## config.mk

```make
export PLATFORM = sky130hd
export DESIGN_NAME = i2c_eeprom_target
export DESIGN_NICKNAME = d
export VERILOG_FILES = /design/src/rtl/i2c_eeprom_pkg.sv /design/src/rtl/i2c_bus_cond.sv /design/src/rtl/eeprom_store.sv /design/src/rtl/i2c_eeprom_target.sv
export SDC_FILE = /design/constraint.sdc
export NUM_CORES = 2
export LEC_CHECK = 0
export BUFFER_PORTS_ARGS = -buffer_cell sky130_fd_sc_hd__buf_2
export CORE_MARGIN = 2
export CORE_UTILIZATION = 31
export CTS_CLUSTER_SIZE = 40
export DETAILED_ROUTE_END_ITERATION = 8
export MAX_ROUTING_LAYER = met4
export REMOVE_ABC_BUFFERS = 1
export SKIP_LAST_GASP = 1
export SYNTH_ARGS = -nofsm -noshare
export SYNTH_HDL_FRONTEND = slang
export SYNTH_SLANG_ARGS = --single-unit
```

## constraint.sdc

```tcl
create_clock -name clk -period 8.1 [get_ports clk]
set_input_delay 1.62 -clock clk [delete_from_list [all_inputs] [get_ports clk]]
set_output_delay 1.62 -clock clk [all_outputs]
set_load 0.03 [all_outputs]
```

## src/rtl/i2c_eeprom_pkg.sv

```systemverilog
// Package: shared state encoding and address constants for the EEPROM target.
package i2c_eeprom_pkg;
    // Protocol states of the byte-level controller
    typedef enum logic [2:0] {
        ST_IDLE,    // waiting for Start
        ST_DEV,     // receiving device address byte
        ST_WADDR,   // receiving word address byte
        ST_WDATA,   // receiving write data bytes
        ST_RDATA,   // transmitting read data bytes
        ST_IGNORE   // not addressed or declined; wait for Start/Stop
    } fsm_t;

    localparam int          CS_W      = 3;
    localparam logic [3:0]  CTRL_CODE = 4'b1010;
endpackage

```

## src/rtl/i2c_bus_cond.sv

```systemverilog
// Module: i2c_bus_cond
// Synchronizes SCL and SDA into the system clock domain and flags SCL edges
// and Start/Stop conditions. Assumes the system clock is many times faster
// than SCL, so each bus level is seen for several clocks.
module i2c_bus_cond #(
    parameter int SYNC_STAGES = 2
) (
    input  logic clk,
    input  logic rst_n,
    input  logic scl_i,
    input  logic sda_i,
    output logic sda_lvl,
    output logic scl_rise,
    output logic scl_fall,
    output logic start_det,
    output logic stop_det
);
    localparam int PIPE_W = SYNC_STAGES + 1;

    logic [PIPE_W-1:0] scl_pipe;
    logic [PIPE_W-1:0] sda_pipe;

    // Shift both pins through synchronizer plus one history stage
    always_ff @(posedge clk) begin
        if (!rst_n) begin
            scl_pipe <= '1;
            sda_pipe <= '1;
        end else begin
            scl_pipe <= {scl_pipe[PIPE_W-2:0], scl_i};
            sda_pipe <= {sda_pipe[PIPE_W-2:0], sda_i};
        end
    end

    logic scl_cur, scl_prev, sda_cur, sda_prev;
    assign scl_cur  = scl_pipe[PIPE_W-2];
    assign scl_prev = scl_pipe[PIPE_W-1];
    assign sda_cur  = sda_pipe[PIPE_W-2];
    assign sda_prev = sda_pipe[PIPE_W-1];

    // Edge and bus-condition decode from current and previous sample
    assign sda_lvl   = sda_cur;
    assign scl_rise  = scl_cur & ~scl_prev;
    assign scl_fall  = ~scl_cur & scl_prev;
    assign start_det = scl_cur & scl_prev & sda_prev & ~sda_cur;
    assign stop_det  = scl_cur & scl_prev & ~sda_prev & sda_cur;
endmodule

```

## src/rtl/eeprom_store.sv

```systemverilog
// Module: eeprom_store
// Byte array with a page buffer. Buffered writes land by their low address
// bits, so overflow replaces the oldest slot. Commit copies every valid slot
// into the array in one clock and starts the busy countdown.
// Assumes buf_we, buf_clr and commit are never asserted together.
module eeprom_store #(
    parameter int ADDR_W      = 8,
    parameter int DATA_W      = 8,
    parameter int PAGE_W      = 4,
    parameter int BUSY_CYCLES = 5000
) (
    input  logic              clk,
    input  logic              rst_n,
    input  logic              buf_clr,
    input  logic              buf_we,
    input  logic [ADDR_W-1:0] buf_addr,
    input  logic [DATA_W-1:0] buf_data,
    input  logic              commit,
    input  logic [ADDR_W-1:0] rd_addr,
    output logic [DATA_W-1:0] rd_data,
    output logic              busy
);
    localparam int DEPTH   = 1 << ADDR_W;
    localparam int PAGE_SZ = 1 << PAGE_W;
    localparam int HI_W    = ADDR_W - PAGE_W;
    localparam int BCW     = $clog2(BUSY_CYCLES + 1);

    logic [DATA_W-1:0]  mem  [DEPTH];
    logic [DATA_W-1:0]  pbuf [PAGE_SZ];
    logic [PAGE_SZ-1:0] pvalid;
    logic [HI_W-1:0]    page_q;
    logic [BCW-1:0]     busy_cnt;
    logic               do_commit;

    assign do_commit = commit && (pvalid != '0);

    // Page buffer: store by in-page offset, track which slots hold data
    always_ff @(posedge clk) begin
        if (!rst_n) begin
            pvalid <= '0;
            page_q <= '0;
            for (int i = 0; i < PAGE_SZ; i++) pbuf[i] <= '0;
        end else if (buf_clr || commit) begin
            pvalid <= '0;
        end else if (buf_we) begin
            pbuf[buf_addr[PAGE_W-1:0]]   <= buf_data;
            pvalid[buf_addr[PAGE_W-1:0]] <= 1'b1;
            page_q                       <= buf_addr[ADDR_W-1:PAGE_W];
        end
    end

    // Array: erased on reset, whole page written in parallel on commit
    always_ff @(posedge clk) begin
        if (!rst_n) begin
            for (int i = 0; i < DEPTH; i++) mem[i] <= '1;
        end else if (do_commit) begin
            for (int i = 0; i < PAGE_SZ; i++)
                if (pvalid[i]) mem[{page_q, PAGE_W'(i)}] <= pbuf[i];
        end
    end

    // Programming period countdown
    always_ff @(posedge clk) begin
        if (!rst_n)         busy_cnt <= '0;
        else if (do_commit) busy_cnt <= BCW'(BUSY_CYCLES);
        else if (busy_cnt != '0) busy_cnt <= busy_cnt - 1'b1;
    end

    assign busy    = (busy_cnt != '0);
    assign rd_data = mem[rd_addr];
endmodule

```

## src/rtl/i2c_eeprom_target.sv

```systemverilog
// Module: i2c_eeprom_target
// I2C target modelling a 256 x 8 serial EEPROM. Decodes the address byte,
// word address, write data and read data; drives SDA only through sda_oe.
// Assumes an external pull-up on SDA and an SCL low phase longer than the
// synchronizer latency.
module i2c_eeprom_target
    import i2c_eeprom_pkg::*;
#(
    parameter int ADDR_W      = 8,
    parameter int PAGE_W      = 4,
    parameter int BUSY_CYCLES = 5000,
    parameter int SYNC_STAGES = 2
) (
    input  logic            clk,
    input  logic            rst_n,
    input  logic            scl_i,
    input  logic            sda_i,
    input  logic [CS_W-1:0] cs_strap,
    output logic            sda_oe
);
    localparam int DATA_W = 8;
    localparam int CNT_W  = $clog2(DATA_W + 2);
    localparam logic [CNT_W-1:0] LAST_BIT = CNT_W'(DATA_W);

    logic              sda_lvl, scl_rise, scl_fall, start_det, stop_det;
    logic              busy, buf_we, commit, dev_match, byte_end;
    logic [DATA_W-1:0] rd_data;
    fsm_t              state;
    logic [CNT_W-1:0]  bit_cnt;
    logic              ack_ph, m_nack;
    logic [DATA_W-1:0] sh;
    logic [ADDR_W-1:0] ptr;

    i2c_bus_cond #(.SYNC_STAGES(SYNC_STAGES)) u_cond (
        .clk(clk), .rst_n(rst_n), .scl_i(scl_i), .sda_i(sda_i),
        .sda_lvl(sda_lvl), .scl_rise(scl_rise), .scl_fall(scl_fall),
        .start_det(start_det), .stop_det(stop_det)
    );

    eeprom_store #(
        .ADDR_W(ADDR_W), .DATA_W(DATA_W), .PAGE_W(PAGE_W),
        .BUSY_CYCLES(BUSY_CYCLES)
    ) u_store (
        .clk(clk), .rst_n(rst_n), .buf_clr(start_det), .buf_we(buf_we),
        .buf_addr(ptr), .buf_data(sh), .commit(commit), .rd_addr(ptr),
        .rd_data(rd_data), .busy(busy)
    );

    // Byte boundary: SCL falls after the eighth bit of a byte
    assign byte_end  = scl_fall && !ack_ph && (bit_cnt == LAST_BIT)
                       && !start_det && !stop_det;
    assign dev_match = (sh[7:4] == CTRL_CODE) && (sh[3:1] == cs_strap) && !busy;
    assign buf_we    = byte_end && (state == ST_WDATA);
    assign commit    = stop_det && (state == ST_WDATA);

    // Protocol sequencer: bit counting, acknowledge and transmit drive
    always_ff @(posedge clk) begin
        if (!rst_n) begin
            state   <= ST_IDLE;
            bit_cnt <= '0;
            ack_ph  <= 1'b0;
            m_nack  <= 1'b0;
            sh      <= '0;
            ptr     <= '0;
            sda_oe  <= 1'b0;
        end else if (start_det) begin
            state   <= ST_DEV;
            bit_cnt <= '0;
            ack_ph  <= 1'b0;
            sda_oe  <= 1'b0;
        end else if (stop_det) begin
            state   <= ST_IDLE;
            bit_cnt <= '0;
            ack_ph  <= 1'b0;
            sda_oe  <= 1'b0;
        end else if (state != ST_IDLE && state != ST_IGNORE) begin
            if (scl_rise) begin
                if (ack_ph) begin
                    m_nack <= sda_lvl;
                end else begin
                    bit_cnt <= bit_cnt + 1'b1;
                    if (state != ST_RDATA) sh <= {sh[DATA_W-2:0], sda_lvl};
                end
            end
            if (scl_fall) begin
                if (ack_ph) begin
                    ack_ph  <= 1'b0;
                    bit_cnt <= '0;
                    sda_oe  <= 1'b0;
                    if (state == ST_RDATA) begin
                        if (m_nack) begin
                            state <= ST_IGNORE;
                        end else begin
                            sh     <= rd_data;
                            sda_oe <= ~rd_data[DATA_W-1];
                        end
                    end
                end else if (bit_cnt == LAST_BIT) begin
                    ack_ph <= 1'b1;
                    unique case (state)
                        ST_DEV: begin
                            if (dev_match) begin
                                sda_oe <= 1'b1;
                                state  <= sh[0] ? ST_RDATA : ST_WADDR;
                            end else begin
                                state  <= ST_IGNORE;
                            end
                        end
                        ST_WADDR: begin
                            sda_oe <= 1'b1;
                            ptr    <= ADDR_W'(sh);
                            state  <= ST_WDATA;
                        end
                        ST_WDATA: begin
                            sda_oe <= 1'b1;
                            ptr    <= {ptr[ADDR_W-1:PAGE_W], ptr[PAGE_W-1:0] + 1'b1};
                        end
                        ST_RDATA: begin
                            sda_oe <= 1'b0;
                            ptr    <= ptr + 1'b1;
                        end
                        default: state <= ST_IGNORE;
                    endcase
                end else if (state == ST_RDATA && bit_cnt != '0) begin
                    sh     <= {sh[DATA_W-2:0], 1'b0};
                    sda_oe <= ~sh[DATA_W-2];
                end
            end
        end
    end
endmodule

```

# After elaboration in Yosys (flattened, before gate mapping)
# Memories as Yosys holds them, arrays and structs flattened.
# Index checks and enable logic that the tools add are counted.
[totals]
regBits = 65
ram_bits = 2176
in_bits = 7
out_inout_bits = 1
wordCells = 278
memories = 2
[memory_table]
columns = ["memory", "words", "word_bits", "rd", "rd_clocked_by_memory_dff", "write_ports", "line_no", "text"]
rows = [
  ["u_store.mem", 256, 8, 1, 0, 256, "eeprom_store.sv:28", "logic [DATA_W-1:0] mem [DEPTH];"],
  ["u_store.pbuf", 16, 8, 16, 0, 16, "eeprom_store.sv:29", "logic [DATA_W-1:0] pbuf [PAGE_SZ];"],
]
[op_classes]
n_addsub = 4
magnitude_cmp = 2
n_eq_ne = 17
muxes = 158
n_bitwise = 20
n_reduce_logical = 60
[ops]
columns = ["cell", "n"]
rows = [
  ["$mux 8", 42],
  ["$reduce_or 8->1", 17],
  ["$mux 1", 99],
  ["$mux 13", 2],
  ["$pmux 8 s3", 1],
  ["$mux 4", 5],
  ["$mux 3", 6],
  ["$or 16x16->16", 1],
  ["$reduce_bool 16->1", 1],
  ["$reduce_bool 3->1", 5],
  ["$reduce_bool 13->1", 1],
  ["$sub 13x1->13 const B", 1],
  ["$logic_and 1x1->1", 12],
  ["$not 1->1", 12],
  ["$reduce_and 6->1", 2],
  ["$reduce_and 5->1", 2],
  ["$pmux 3 s3", 1],
  ["$add 4x1->4 const B", 2],
  ["$add 8x1->8 const B", 1],
  ["$eq 4x4->1 const B", 2],
  ["$ne 4x3->1 const B", 2],
  ["$reduce_and 8->1", 1],
  ["$reduce_bool 4->1", 2],
  ["$reduce_or 2->1", 4],
  ["21 further kinds", 37],
]

# Depth between registers and ports, before layout
[depth]
ltp_word = 13
depth_mapped = 15
ltp_nobuf = 9

# Modules after synthesis
# Synthesis repeated with hierarchy kept, for this count alone.
[hier_totals]
hier_cells = 7015
area_unflattened_um2 = 102722.3
[modules_own_cells]
columns = ["mod", "n_inst", "cells_per_inst", "area_per_inst_um2", "seq_area_each_um2"]
rows = [
  ["eeprom_store", 1, 6782, 100764.1, 66003.3],
  ["i2c_eeprom_target", 1, 217, 1767.9, 520.5],
  ["i2c_bus_cond", 1, 16, 190.2, 120.1],
]

# Least setup slack after synthesis
# No wires, ideal clock.
[synth_timing]
path_type = "input to register"
from = "input rst_n"
to = "memory u_store.mem[130][0], enable pin"
setup_ns = 0.384
t_arrival_ns = 3.574
required_time_ns = 7.716
path_slack_ns = 4.142
cell_stages = 8
path_buffers = 4
cell_sequence = "clkbuf_1 -> inv_1 -> nor2_1 -> buf_2 -> nand2_1 -> buf_1 -> clkbuf_1 -> o21ai_0"
[synth_lines]
columns = ["element", "line_no", "text"]
rows = [
  ["start: declaration", "i2c_eeprom_target.sv:15", "input logic rst_n,"],
  ["end: declaration", "eeprom_store.sv:28", ""],
]

==> out/results.txt <==
Kind of critical path - flip-flop to flip-flop
Peak supply drop - 0.1912 mV
CTS tree - done
Layout Skew - 0.06875 ns
Lkg Pwr - 0.03373 uW
Layout cells sized above 1 - 0.1703
Resize count post-CTS - 0
Post-synth top flop - edfxtp_1
Area delta synth->final - 11.34%
Mapped Avg Cell Area - 14.60 um^2
Status - complete, but fails checks
CP max FO - 86
Post-synthesis mux area share - 0.1253
Root cell of the clock tree - clkbuf_16
Vias in the first global route - 62820
Number of routed nets with antenna violations - 0
Crit path time final - 5.402 ns
1st-iter DRT viols - 12750
Worst r2r src - state[1]
Total global routing overflow - 0
Port Buffers - 7
Synth Warn # - 0
CP max stage delay - 0.98 ns
Simple-gate share of the synthesized area - 0.1523
Final #Nets - 6670
Pins Over Slew Limit - 1
Largest net degree at the start of global routing - 145
Post-CTS Hold Fix Bufs - 0
Async S/R FF share, synth - 0
Post-Synth XOR/XNOR Area - 0.001613
Clk sink count - 2241
Post-synth EDFFs - 2176
Worst R2R Setup Slack - 2.70 ns
# fillers - 31160
DP Wirelength - 280700 um
Hold Crit Class - flip-flop to flip-flop
Data required, critical path - 8.63 ns
Unrepaired setup endpoints after global routing - no
Post-Syn Area - 103200 um^2
Width of the die - 580.9 um
Failing checks - slew limit
Per-cell routed wire length - 37.18 um
Pwr dens - 223.0 nW/um^2
Data arrival, critical path - 5.94 ns
Area of the multi-input gates - 33150 um^2
Commonest non-fill, non-tap cell in the layout - edfxtp_1
Crit start category - flip-flop
Setup WS post-layout - 2.698 ns
Clk_lat worst skew - 0.92 ns
GRT Total Usage - 0.2490
Post-Layout Cell Count - 11260
Kind of cell adding the most delay to the critical path - simple AND/OR/NAND/NOR gates
Sequential-to-total area share from yosys stat - 0.6461
Post-route DRC - 0
R2r worst-path depth - 10
Final Setup Violations - 0
Worst-path clk slew - 0.06 ns
Fin crit share - 0.6670
Hold_sp - u_cond.sda_pipe[0]
Synth top area share - 0.6334
Global-route wire length before repair - 556400 um
Commonest cells after routing, fill and taps aside - edfxtp_1, or3_1, mux4_2
Final wirelength - 418500 um
Synth cell types - 72
Hold path cells - 1
FF-to-FF End - u_store.mem[1][4]
Final hold vios - 0
Largest family of logic cells by synthesized area - simple AND/OR/NAND/NOR gates
CP cell instances - nor2b_1, nand2_1, nor3_1, nand2_1, nor2_4, buf_4, nand2_4, buf_4, buf_4, o21ai_0
Worst slack, placed - 1.966 ns
Synth Register Bits - 2241
Post-Syn Instances - 7064
Relative slew slack - -0.03502
Critical Path Most Common Cell - buf_4
Max Root-Sink Buffers - 3
Core Rows - 211
Slew @ Worst Pin - 1.553 ns
Pre-Repair DR Iteration Count - 7
Via count - 68040
Compound-Gate Fraction of Synth Area - 0.03806
Crit path buf inv count - 3
CTS Buf Count - 229
Initial Util - 0.3118
IO Count - 8
Worst setup EP type - flip-flop
Die area - 337400 um^2
Gpl congestion - 1.031
Hold worst-path end - u_cond.sda_pipe[1]
Via/cell ratio - 6.045
Core area - 330800 um^2
CP max-delay cell - o21ai_0
Sequential cell area - 66660 um^2
Die H - 580.9 um
# Max-Cap Violations - 0
Area leader, netlist - edfxtp_1
Synth Area in Adders - 0.0009704
Initial antenna violation count - 90
Fmax - 185.1 MHz
Placed Cells - 10790
# H-tree levels - 4
Top area cells in the synthesized netlist - edfxtp_1, or3_1, mux4_2, clkbuf_1, o21ai_0
Post-CTS setup buffers - 0
[how the worst max path moves through the flow]
stage,cells after the start,startpoint,to,slack (ns)
finish,10,state[1],u_store.mem[1][4],2.70
global route,10,state[1],u_store.mem[49][3],2.52
CTS,10,state[1],u_store.mem[241][2],2.79
detailed placement,8,rst_n,u_store.mem[241][2],1.97
global placement,8,rst_n,u_store.mem[65][2],2.09
floorplan,7,ptr[0],sda_oe,-17.73
[through the flow]
| stage | hold slack, ns | power [uW] | setup TNS [ns] | instance area [um^2] | util |
|---|---|---|---|---|---|
| 3_5_place_dp | 0.3964 | 15180 | 0 | 107300 | 0.3244 |
| 2_1_floorplan | 0.3863 | 14210 | -3905.02 | 99530 | - |
| 5_1_grt | 0.4182 | 26140 | 0 | 114800 | 0.3470 |
| 4_1_cts | 0.4073 | 25620 | 0 | 114700 | 0.3469 |
| 6_report | 0.4015 | 25620 | 0 | 114900 | 0.3472 |
| 3_3_place_gp | 0.3936 | 15140 | 0 | 107300 | 0.3244 |
[area by class of cell]
| type | instances | share of cell area |
|---|---|---|
| flip-flops and latches | 2241 | 0.5804 |
| multi-input cells | 3927 | 0.2886 |
| clock buffers | 274 | 0.05201 |
| well taps | 4366 | 0.04756 |
| repair buffers | 242 | 0.01728 |
| clock inverters | 149 | 0.01267 |
| diodes | 43 | 0.0009369 |
| inverters | 14 | 0.0005011 |
[kinds of logic (layout without fill, tap and decap cells)]
| logic type | count (synthesis) | after routing |
|---|---|---|
| other | 0 | 43 |
| buffers and inverters | 896 | 679 |
| xor gates and xnor gates | 19 | 19 |
| AOI/OAI and AO/OA | 624 | 624 |
| DFF | 2241 | 2241 |
| and+or+nand+nor | 2617 | 2617 |
| muxes | 659 | 659 |
| adders and majority gates | 8 | 8 |
[report_power, final]
| group | internal [uW] | leakage, uW | switching, uW |
|---|---|---|---|
| Sequential | 13300 | 0.0224 | 362 |
| Combinational | 332 | 0.00772 | 1020 |
| Clock | 5950 | 0.00360 | 4660 |
| Total | 19600 | 0.0337 | 6050 |
[registers in the layout, indices dropped and copies added, names as in the netlist]
name	count
ack_ph	1
bit_cnt	4
m_nack	1
ptr	8
sda_oe	1
sh	8
state	3
u_cond.scl_pipe	3
u_cond.sda_pipe	3
u_store.busy_cnt	13
u_store.mem	2048
u_store.page_q	4
u_store.pbuf	128
u_store.pvalid	16
[layer usage]
metal,up-vias,GRT usage,part of all wire
met2,5104,0.3599,0.43
met5,-,-,0
li1,26970,-,-
met4,0,0.1358,0.068
met3,780,0.07135,0.13
met1,35200,0.3143,0.36
[synth_stat cells (18+ instances only)]
cell type     n
buf_1        32
nand2_1     179
or3_1      2058
o221ai_1     26
a22oi_1      38
buf_4        43
mux4_2      503
edfxtp_1   2176
mux2_2       30
nor3_1       20
nand2b_1     34
mux2i_1     126
nor2b_1      18
nor2_1       76
a21oi_1      60
dfxtp_1      65
and2_1      134
nand3_1      36
o22ai_1      30
o21ai_0     299
buf_2        63
and3_1       19
clkbuf_1    734
No activity file was read; power rests on OpenSTA's default activity.
